**src/rtl/lss_pkg.sv**
```systemverilog
package lss_pkg;

    typedef enum logic [2:0] {
        ST_IDLE,
        ST_WAIT,
        ST_ALIGN,
        ST_FIRE,
        ST_RUN
    } lss_state_e;

    typedef enum logic [1:0] {
        TRG_SOFT   = 2'd0,
        TRG_PIN    = 2'd1,
        TRG_BUS_IN = 2'd2,
        TRG_BUS_XL = 2'd3
    } trig_src_e;

    typedef enum logic [1:0] {
        CKS_SOFT = 2'd0,
        CKS_INT  = 2'd1,
        CKS_PIN  = 2'd2,
        CKS_BUS  = 2'd3
    } clk_src_e;

    localparam int BUS_W      = 4;
    localparam int LN_TRIG_IN = 0;
    localparam int LN_CLK_IN  = 1;
    localparam int LN_TRIG_XL = 2;
    localparam int LN_CLK_XL  = 3;

endpackage

```
**src/rtl/lss_edge.sv**
```systemverilog
module lss_edge #(
    parameter int STAGES   = 2,
    parameter bit IDLE_LVL = 1'b0
) (
    input  logic clk,
    input  logic rst_n,
    input  logic din,
    output logic rise
);

    logic [STAGES-1:0] shift_q;
    logic              last_q;

    always_ff @(posedge clk or negedge rst_n) begin
        if (!rst_n) begin
            shift_q <= {STAGES{IDLE_LVL}};
            last_q  <= IDLE_LVL;
        end else begin
            shift_q <= {shift_q[STAGES-2:0], din};
            last_q  <= shift_q[STAGES-1];
        end
    end

    assign rise = shift_q[STAGES-1] & ~last_q;

    AST_RISE_SINGLE: assert property (@(posedge clk) disable iff (!rst_n)
        rise |=> !rise);

endmodule

```
**src/rtl/lss_ctrl.sv**
```systemverilog
module lss_ctrl
    import lss_pkg::*;
(
    input  logic clk,
    input  logic rst_n,
    input  logic arm,
    input  logic stop,
    input  logic trig_hit,
    output logic ts_clear,
    output logic start_pulse,
    output logic running
);

    lss_state_e state_q, state_d;

    always_ff @(posedge clk or negedge rst_n) begin
        if (!rst_n) state_q <= ST_IDLE;
        else        state_q <= state_d;
    end

    always_comb begin
        state_d = state_q;
        unique case (state_q)
            ST_IDLE:  if (arm)           state_d = ST_WAIT;
            ST_WAIT:  if (stop)          state_d = ST_IDLE;
                      else if (trig_hit) state_d = ST_ALIGN;
            ST_ALIGN:                    state_d = ST_FIRE;
            ST_FIRE:                     state_d = ST_RUN;
            ST_RUN:   if (stop)          state_d = ST_IDLE;
            default:                     state_d = ST_IDLE;
        endcase
    end

    always_comb begin
        ts_clear    = 1'b0;
        start_pulse = 1'b0;
        running     = 1'b0;
        unique case (state_q)
            ST_IDLE:  ;
            ST_WAIT:  ;
            ST_ALIGN: ts_clear    = 1'b1;
            ST_FIRE:  start_pulse = 1'b1;
            ST_RUN:   running     = 1'b1;
            default:  ;
        endcase
    end

    AST_START_ONE_CYCLE: assert property (@(posedge clk) disable iff (!rst_n)
        start_pulse |=> !start_pulse);
    AST_CLEAR_BEFORE_START: assert property (@(posedge clk) disable iff (!rst_n)
        start_pulse |-> $past(ts_clear));
    AST_STOP_HALTS: assert property (@(posedge clk) disable iff (!rst_n)
        (running && stop) |=> !running);

endmodule

```
**src/rtl/lss_clkgen.sv**
```systemverilog
module lss_clkgen
    import lss_pkg::*;
#(
    parameter int DIV = 8
) (
    input  logic       clk,
    input  logic       rst_n,
    input  logic       running,
    input  logic       restart,
    input  logic [1:0] sel,
    input  logic       sw_clk,
    input  logic       pin_rise,
    input  logic       bus_rise,
    output logic       clk_en
);

    localparam int DW = (DIV > 1) ? $clog2(DIV) : 1;

    logic [DW-1:0] div_q;
    logic          tick;
    logic          src_ev;

    always_ff @(posedge clk or negedge rst_n) begin
        if (!rst_n)                    div_q <= '0;
        else if (restart || !running)  div_q <= '0;
        else if (div_q == DW'(DIV - 1)) div_q <= '0;
        else                           div_q <= div_q + DW'(1);
    end

    assign tick = running && (div_q == DW'(DIV - 1));

    always_comb begin
        unique case (clk_src_e'(sel))
            CKS_SOFT: src_ev = sw_clk;
            CKS_INT:  src_ev = tick;
            CKS_PIN:  src_ev = pin_rise;
            CKS_BUS:  src_ev = bus_rise;
            default:  src_ev = 1'b0;
        endcase
    end

    always_ff @(posedge clk or negedge rst_n) begin
        if (!rst_n) clk_en <= 1'b0;
        else        clk_en <= running & src_ev;
    end

    AST_CLKEN_RUN: assert property (@(posedge clk) disable iff (!rst_n)
        clk_en |-> $past(running));

endmodule

```
**src/rtl/layer_sync_sel.sv**
```systemverilog
module layer_sync_sel
    import lss_pkg::*;
#(
    parameter int SYNC_STAGES = 2,
    parameter int DIV         = 8,
    parameter bit SINGLE_LINE = 1'b0,
    parameter int TS_W        = 16,
    parameter int CNT_W       = 16
) (
    input  logic             clk,
    input  logic             rst_n,
    input  logic             arm,
    input  logic             stop,
    input  logic             sw_start,
    input  logic             sw_clk,
    input  logic [1:0]       trig_sel,
    input  logic [1:0]       clk_sel,
    input  logic             clk_line_sel,
    input  logic             trig_out_en,
    input  logic             clk_out_en,
    input  logic             ext0,
    input  logic             ext1,
    input  logic [3:0]       bus_in,
    output logic [3:0]       bus_pull,
    output logic             start_pulse,
    output logic             ts_clear,
    output logic             clk_en,
    output logic [TS_W-1:0]  ts_value,
    output logic [CNT_W-1:0] sample_cnt
);

    logic [BUS_W-1:0] bus_rise;
    logic [1:0]       pin_rise;
    logic [1:0]       pin_raw;
    logic             trig_hit;
    logic             running;
    logic             clk_pin_ev;
    logic             clk_bus_ev;

    assign pin_raw = {ext1, ext0};

    for (genvar ln = 0; ln < BUS_W; ln++) begin : g_bus_edge
        lss_edge #(.STAGES(SYNC_STAGES), .IDLE_LVL(1'b1)) u_edge (
            .clk  (clk),
            .rst_n(rst_n),
            .din  (bus_in[ln]),
            .rise (bus_rise[ln])
        );
    end

    for (genvar pn = 0; pn < 2; pn++) begin : g_pin_edge
        lss_edge #(.STAGES(SYNC_STAGES), .IDLE_LVL(1'b0)) u_edge (
            .clk  (clk),
            .rst_n(rst_n),
            .din  (pin_raw[pn]),
            .rise (pin_rise[pn])
        );
    end

    always_comb begin
        unique case (trig_src_e'(trig_sel))
            TRG_SOFT:   trig_hit = sw_start;
            TRG_PIN:    trig_hit = pin_rise[0];
            TRG_BUS_IN: trig_hit = bus_rise[LN_TRIG_IN];
            TRG_BUS_XL: trig_hit = bus_rise[LN_TRIG_XL];
            default:    trig_hit = 1'b0;
        endcase
    end

    if (SINGLE_LINE) begin : g_clk_pin_single
        assign clk_pin_ev = pin_rise[0];
    end else begin : g_clk_pin_dual
        assign clk_pin_ev = pin_rise[1];
    end

    assign clk_bus_ev = clk_line_sel ? bus_rise[LN_CLK_XL] : bus_rise[LN_CLK_IN];

    lss_ctrl u_ctrl (
        .clk        (clk),
        .rst_n      (rst_n),
        .arm        (arm),
        .stop       (stop),
        .trig_hit   (trig_hit),
        .ts_clear   (ts_clear),
        .start_pulse(start_pulse),
        .running    (running)
    );

    lss_clkgen #(.DIV(DIV)) u_clkgen (
        .clk     (clk),
        .rst_n   (rst_n),
        .running (running),
        .restart (ts_clear),
        .sel     (clk_sel),
        .sw_clk  (sw_clk),
        .pin_rise(clk_pin_ev),
        .bus_rise(clk_bus_ev),
        .clk_en  (clk_en)
    );

    always_ff @(posedge clk or negedge rst_n) begin
        if (!rst_n)        ts_value <= '0;
        else if (ts_clear) ts_value <= '0;
        else               ts_value <= ts_value + TS_W'(1);
    end

    always_ff @(posedge clk or negedge rst_n) begin
        if (!rst_n)        sample_cnt <= '0;
        else if (ts_clear) sample_cnt <= '0;
        else if (clk_en)   sample_cnt <= sample_cnt + CNT_W'(1);
    end

    assign bus_pull[LN_TRIG_IN] = 1'b0;
    assign bus_pull[LN_CLK_IN]  = 1'b0;
    assign bus_pull[LN_TRIG_XL] = trig_out_en & start_pulse;
    assign bus_pull[LN_CLK_XL]  = clk_out_en & clk_en;

    AST_TS_ALIGN: assert property (@(posedge clk) disable iff (!rst_n)
        ts_clear |=> (ts_value == '0));
    AST_SAMPLES_HOLD: assert property (@(posedge clk) disable iff (!rst_n)
        (!clk_en && !ts_clear) |=> $stable(sample_cnt));
    AST_XL_TRIG_PULL: assert property (@(posedge clk) disable iff (!rst_n)
        bus_pull[LN_TRIG_XL] |-> $past(ts_clear));

endmodule

```
**config.mk**
```make
export PLATFORM = sky130hd
export DESIGN_NAME = layer_sync_sel
export DESIGN_NICKNAME = d
export VERILOG_FILES = /design/src/rtl/lss_pkg.sv /design/src/rtl/lss_edge.sv /design/src/rtl/lss_ctrl.sv /design/src/rtl/lss_clkgen.sv /design/src/rtl/layer_sync_sel.sv
export SDC_FILE = /design/constraint.sdc
export NUM_CORES = 1
export LEC_CHECK = 0
export ABC_AREA = 1
export BUFFER_PORTS_ARGS = -buffer_cell sky130_fd_sc_hd__buf_4
export CAP_MARGIN = 20
export CORE_AREA = 2 2 66 93
export DETAILED_ROUTE_END_ITERATION = 12
export DIE_AREA = 0 0 68 95
export PLACE_DENSITY = 0.71
export REMOVE_ABC_BUFFERS = 1
export SLEW_MARGIN = 30
export SYNTH_ARGS = -nofsm -noshare
export SYNTH_HDL_FRONTEND = slang
export SYNTH_SLANG_ARGS = --single-unit
```
**constraint.sdc**
```tcl
create_clock -name clk -period 1.3 [get_ports clk]
set_input_delay 0.13 -clock clk [delete_from_list [all_inputs] [get_ports clk]]
set_output_delay 0.13 -clock clk [all_outputs]
set_load 0.02 [all_outputs]
```
## After elaboration in Yosys (flattened, before gate mapping)

Index checks and enable logic that the tools add are counted.
W data, S select, Z words.

| cells by class | value |
|---|---|
| add/subtract/negate cells | 3 |
| equal/unequal tests | 14 |
| mux-type cells | 16 |
| bitwise gates (word level) | 15 |
| reductions and logical operators | 8 |

Operator list:

| cell | number |
|---|---|
| $mux W16 | 3 |
| $add A16 B1 Y16 const B | 2 |
| $mux W3 | 6 |
| $pmux W3 S5 | 1 |
| $and A1 B1 Y1 | 9 |
| $eq A2 B2 Y1 const B | 4 |
| $pmux W1 S4 | 2 |
| $eq A3 B2 Y1 const B | 2 |
| $eq A3 B3 Y1 const B | 2 |
| $not A1 Y1 | 6 |
| $eq A2 B1 Y1 const B | 2 |
| $logic_not A2 Y1 | 2 |
| $mux W1 | 4 |
| $ne A2 B2 Y1 const B | 2 |
| $add A3 B1 Y3 const B | 1 |
| $eq A3 B1 Y1 const B | 1 |
| $logic_not A3 Y1 | 1 |
| $ne A3 B3 Y1 const B | 1 |
| $reduce_and A3 Y1 | 1 |
| $reduce_bool A2 Y1 | 1 |
| $logic_and A1 B1 Y1 | 1 |
| $logic_not A1 Y1 | 1 |
| $logic_or A1 B1 Y1 | 1 |

| storage, ports and cells | value |
|---|---|
| register bits after elaboration | 57 |
| input bits | 19 |
| output and inout port bits | 39 |
| word-level logic and storage cells | 73 |

## Depth between registers and ports, before layout

| logic depth | value |
|---|---|
| word-level depth | 6 |
| depth in mapped cells | 10 |
| depth with buffers taken out | 10 |

## Cells and area by module

Synthesis repeated with hierarchy kept, for this count alone.

| unflattened totals | value |
|---|---|
| cell total of the unflattened synthesis | 316 |
| area total of the unflattened synthesis | 2,660.1 um^2 |

Modules (own cells, without submodules):

| module | times used | cells each | area each (um^2) | sequential area each (um^2) |
|---|---|---|---|---|
| layer_sync_sel | 1 | 233 | 1,732.9 | 800.8 |
| lss_edge (g_bus_edge[0].u_edge ...) | 4 | 5 | 88.8 | 78.8 |
| lss_clkgen | 1 | 26 | 215.2 | 100.1 |
| lss_ctrl | 1 | 27 | 186.4 | 75.1 |
| lss_edge (g_pin_edge[0].u_edge ...) | 2 | 5 | 85.1 | 75.1 |

## Least setup slack after synthesis

OpenSTA, ideal clock, no wires.

| path | value |
|---|---|
| path kind | register to output |
| start point | register u_ctrl.state_q[1] |
| end point | output port bus_pull[2] |
| arrival | 1.406 ns |
| data required time | 1.170 ns |
| setup slack | -0.236 ns |
| stages on the path, launching flop included | 5 |
| path through | dfrtp_1 -> inv_1 -> nor3_1 -> inv_1 -> nor2_1 |

| between the ends | value |
|---|---|
| cells in the longest elaborated chain, start to end | 3 |

RTL lines:

| what | RTL line | source |
|---|---|---|
| start, declared | lss_ctrl.sv:14 | `lss_state_e state_q, state_d;` |
| start signal, assigned | lss_ctrl.sv:18 | `else state_q <= state_d;` |
| $eq A3 B2 Y1 | lss_ctrl.sv:38 | `unique case (state_q)` |
| $mux W1 | lss_ctrl.sv:38 |  |
| via start_pulse | layer_sync_sel.sv:25 | `output logic start_pulse,` |
| $and A1 B1 Y1 | layer_sync_sel.sv:115 | `assign bus_pull[LN_TRIG_XL] = trig_out_en & start_pulse;` |
| end, declared | layer_sync_sel.sv:24 | `output logic [3:0] bus_pull,` |

The timed path passes the listed nets, and every way through them passes these cells.

## Worst setup path in the final report

| path | value |
|---|---|
| start point | register u_ctrl.state_q[0] |
| end point | output port bus_pull[2] |

| between the ends | value |
|---|---|
| cells in the longest elaborated chain, start to end | 3 |

RTL lines:

| what | RTL line |
|---|---|
| $eq A3 B2 Y1 | lss_ctrl.sv:38 |
| $mux W1 | lss_ctrl.sv:38 |
| $and A1 B1 Y1 | layer_sync_sel.sv:115 |

No other way between the ends.

==> run_results.csv <==
group,metric,value,unit
timing,layout_min_cycle_time,1500,ps
clock_tree,cts_tree,"done",
power,power_frac_seq,35.5,%
synth,synth.area.top_cells,"dfrtp_1 (42%), dfstp_2 (12%), nand2_1 (9.6%), nor2_1 (7.3%), inv_1 (6.1%)",
floorplan,die_x,68,um
synth,synth-warning-count,0,
timing,rsz0062_at_grt,"yes",
worst_setup_path,critPathLaunch,"u_ctrl.state_q[0]",
worst_setup_path,crit_arrival,1370,ps
synth,syn-cell-area,0.00266,mm^2
timing,drv_slew,0,
timing,timing.fmax,668,MHz
floorplan,rows,33,
timing,fin_crit_sh,115,%
route,drtPass1Iterations,4,
route,dr_total_vias,2579,
global_routing,grt_pass1_wl,10400,um
worst_setup_path,critPathKind,"reg2out",
final_layout,fillers,409,
floorplan,dieArea,0.00646,mm^2
synth,yosysTopAreaCell,"dfrtp_1",
final_layout,drive_gt1_share,49.8,%
timing,finalSetupViolCount,17,
global_routing,grt_start_max_net_pins,27,
synth,synth_top_area_share,42.4,%
worst_setup_path,critPathMaxFanout,2,
final_layout,num_antenna_cells,0,
placed_design,port_buffers,55,
final_layout,layout_commonest_cell,"buf_4",
clock_tree,clk_latency,340,ps
synth,synth-seq-cells,57,
synth,ys_types,33,
power,sw_frac_of_total,36.4,%
timing,fin_worst_skew,6.65,ps
worst_setup_path,end_kind,"output port",
hold_path,worstHoldStart,"clk_sel[1]",
outcome,status,"complete, but fails checks",
timing,setup_ws,-197,ps
placed_design,dpl.hpwl,4350,um
global_routing,antenna_found_initial,0,
placed_design,dp.cells,459,
clock_tree,cts.path.max_buffers,2,
timing,whs,65.0,ps
flow_run,cap_violations,0,
route,final_antenna_net_count,0,
route,wl_per_cell,14.5,um
hold_path,hold_class,"in2reg",
clock_tree,htree_levels,3,
synth,yosysSeqAreaShare,54.3,%
final_layout,nets,470,
power,peakVddDrop,0.00149,V
clock_tree,numCtsBuffers,9,
power,p_leak,2.13,nW
route,wl,7540,um
power,clkPwrFrac,23.3,%
synth,synth_cells,312,
clock_tree,cts.sinks,57,
route,drtIter0Drc,121,
worst_setup_path,r2r_start,"u_ctrl.state_q[0]",
global_routing,grt_pass1_vias,2433,
placed_design,place_area,0.00333,mm^2
final_layout,stdcell_count,522,
synth,syn-mean-instance-area,8.51,um^2
power,p_sw,2.27,mW
placed_design,gp_congestion,0.891,
global_routing,grtUsageTotal,21.7,%
floorplan,ios,58,
route,drc,0,
timing,final_hold_viol_count,0,
floorplan,core_area,0.00570,mm^2
worst_setup_path,cp.required,1170,ps
final_layout,area_delta_synth_final,59.6,%
final_layout,layout_common_cells,"buf_4 (97), nand2_1 (55), nor2_1 (42)",
final_layout,final_core_util,74.4,%
global_routing,gr-total-overflow,0,
outcome,violations,"negative setup slack",
floorplan,start_util,46.6,%
power,pwr-share-comb,41.3,%
clock_tree,root_buffer,"clkbuf_8",
power,totalPowerFinal,6.23,mW
clock_tree,path_clk_slew,70,ps
floorplan,die_y,95,um
power,pwr_density_cell,1470,mW/mm^2
final_layout,stdcell_area,0.00424,mm^2
worst_setup_path,critPathLaunchType,"register",
route,via_per_inst,4.94,
power,p_int,3.96,mW
cells by family after synthesis:
family | synth area share (%)
xor+xnor | 0.660
other cells | 0.141
fa+ha+maj | 1.88
simple gates | 28.0
flops | 54.3
compound gates | 7.11
buf+inv | 7.91
sequential cells by signal, indices dropped and copies added, names as in the netlist:
signal	cells
g_bus_edge.u_edge.shift_q	8
u_ctrl.state_q	3
u_clkgen.clk_en	1
g_pin_edge.u_edge.last_q	2
u_clkgen.div_q	3
g_pin_edge.u_edge.shift_q	4
sample_cnt	16
g_bus_edge.u_edge.last_q	4
ts_value	16
synthesized netlist by cell type:
library cell / n
nand3_2: 2
dfrtp_1: 45
inv_4: 1
nand4_1: 4
a21oi_1: 12
buf_2: 2
nand3_1: 15
a21boi_0: 2
o22ai_1: 1
nor3_2: 1
clkinv_1: 1
o21ai_1: 1
nand3b_1: 3
nor2_4: 5
buf_4: 2
clkbuf_8: 1
xor2_1: 2
ha_1: 4
nor2_2: 1
o31ai_1: 1
nor4_1: 1
nand2_2: 5
inv_1: 43
a211oi_1: 1
nand2_4: 1
o21ai_0: 12
o21bai_1: 2
conb_1: 1
dfstp_2: 12
a31oi_1: 2
nor3_1: 6
nand2_1: 68
nor2_1: 52
per-stage QoR:
| step | setup slack, ps | setup TNS [ps] |
|---|---|---|
| finish | -197 | -1060 |
| global route | -251 | -2500 |
| CTS | -152 | -471 |
| detailed placement | -24.9 | -48.5 |
| global placement | 21.1 | 0 |
| floorplan | -236 | -1150 |
per-layer routing:
metal | vias to the layer above | GRT usage, % | part of all wire [%]
met5 | - | 0 | 0
met4 | 0 | 8.50 | 2.3
met3 | 19 | 5.36 | 4.2
met2 | 81 | 39.4 | 57
met1 | 1230 | 23.4 | 37
li1 | 1249 | - | -
final timing paths:
| check | to | slack (ps) | cells after the start |
|---|---|---|---|
| worst min-delay path | u_clkgen.clk_en | 60 | 4 |
| max in group asynchronous | sample_cnt[2] | 620 | 3 |
| min in group asynchronous | g_pin_edge[1].u_edge.shift_q[0] | 220 | 2 |
| worst max-delay path | bus_pull[2] | -200 | 5 |
| worst max register to register | u_ctrl.state_q[2] | -150 | 9 |
| worst min register to register | g_pin_edge[0].u_edge.shift_q[1] | 350 | 0 |
worst max-delay path, cell delays in order, from the launching register on:
cell and delay, ps:
dfrtp_1 400, inv_2 70, nor3_4 250, inv_2 70, nor2_2 100, buf_6 120
power groups by stage:
stage	sequential [mW]	combinational, mW	clock (mW)
final	2.21	2.57	1.45
after global routing	2.23	2.72	1.56
after CTS	2.16	1.88	1.48
after detailed placement	2.18	1.40	0
after global placement	2.17	1.37	0
after floorplan	2.32	0.572	0
layout make-up:
type                       instances  area (um^2)  share of cell area (%)
inverter                          45          179                    4.22
sequential                        57         1450                    34.1
multi-input combinational        206         1240                    29.2
tap                               70         87.6                    2.07
clock inverter                     6         45.0                    1.06
clock buffer                      10          128                    3.01
timing repair buffer             128         1120                    26.3
repair_timing:
item                       4_1_cts  5_1_grt
setup endpoints to repair       10       34
setup buffers                   19       21
gates cloned                     0        2
hold endpoints to repair        63        0
pin swaps                       11       31
resized for setup               35       76
hold buffers                     7        0
No activity file was read; power rests on OpenSTA's default activity.
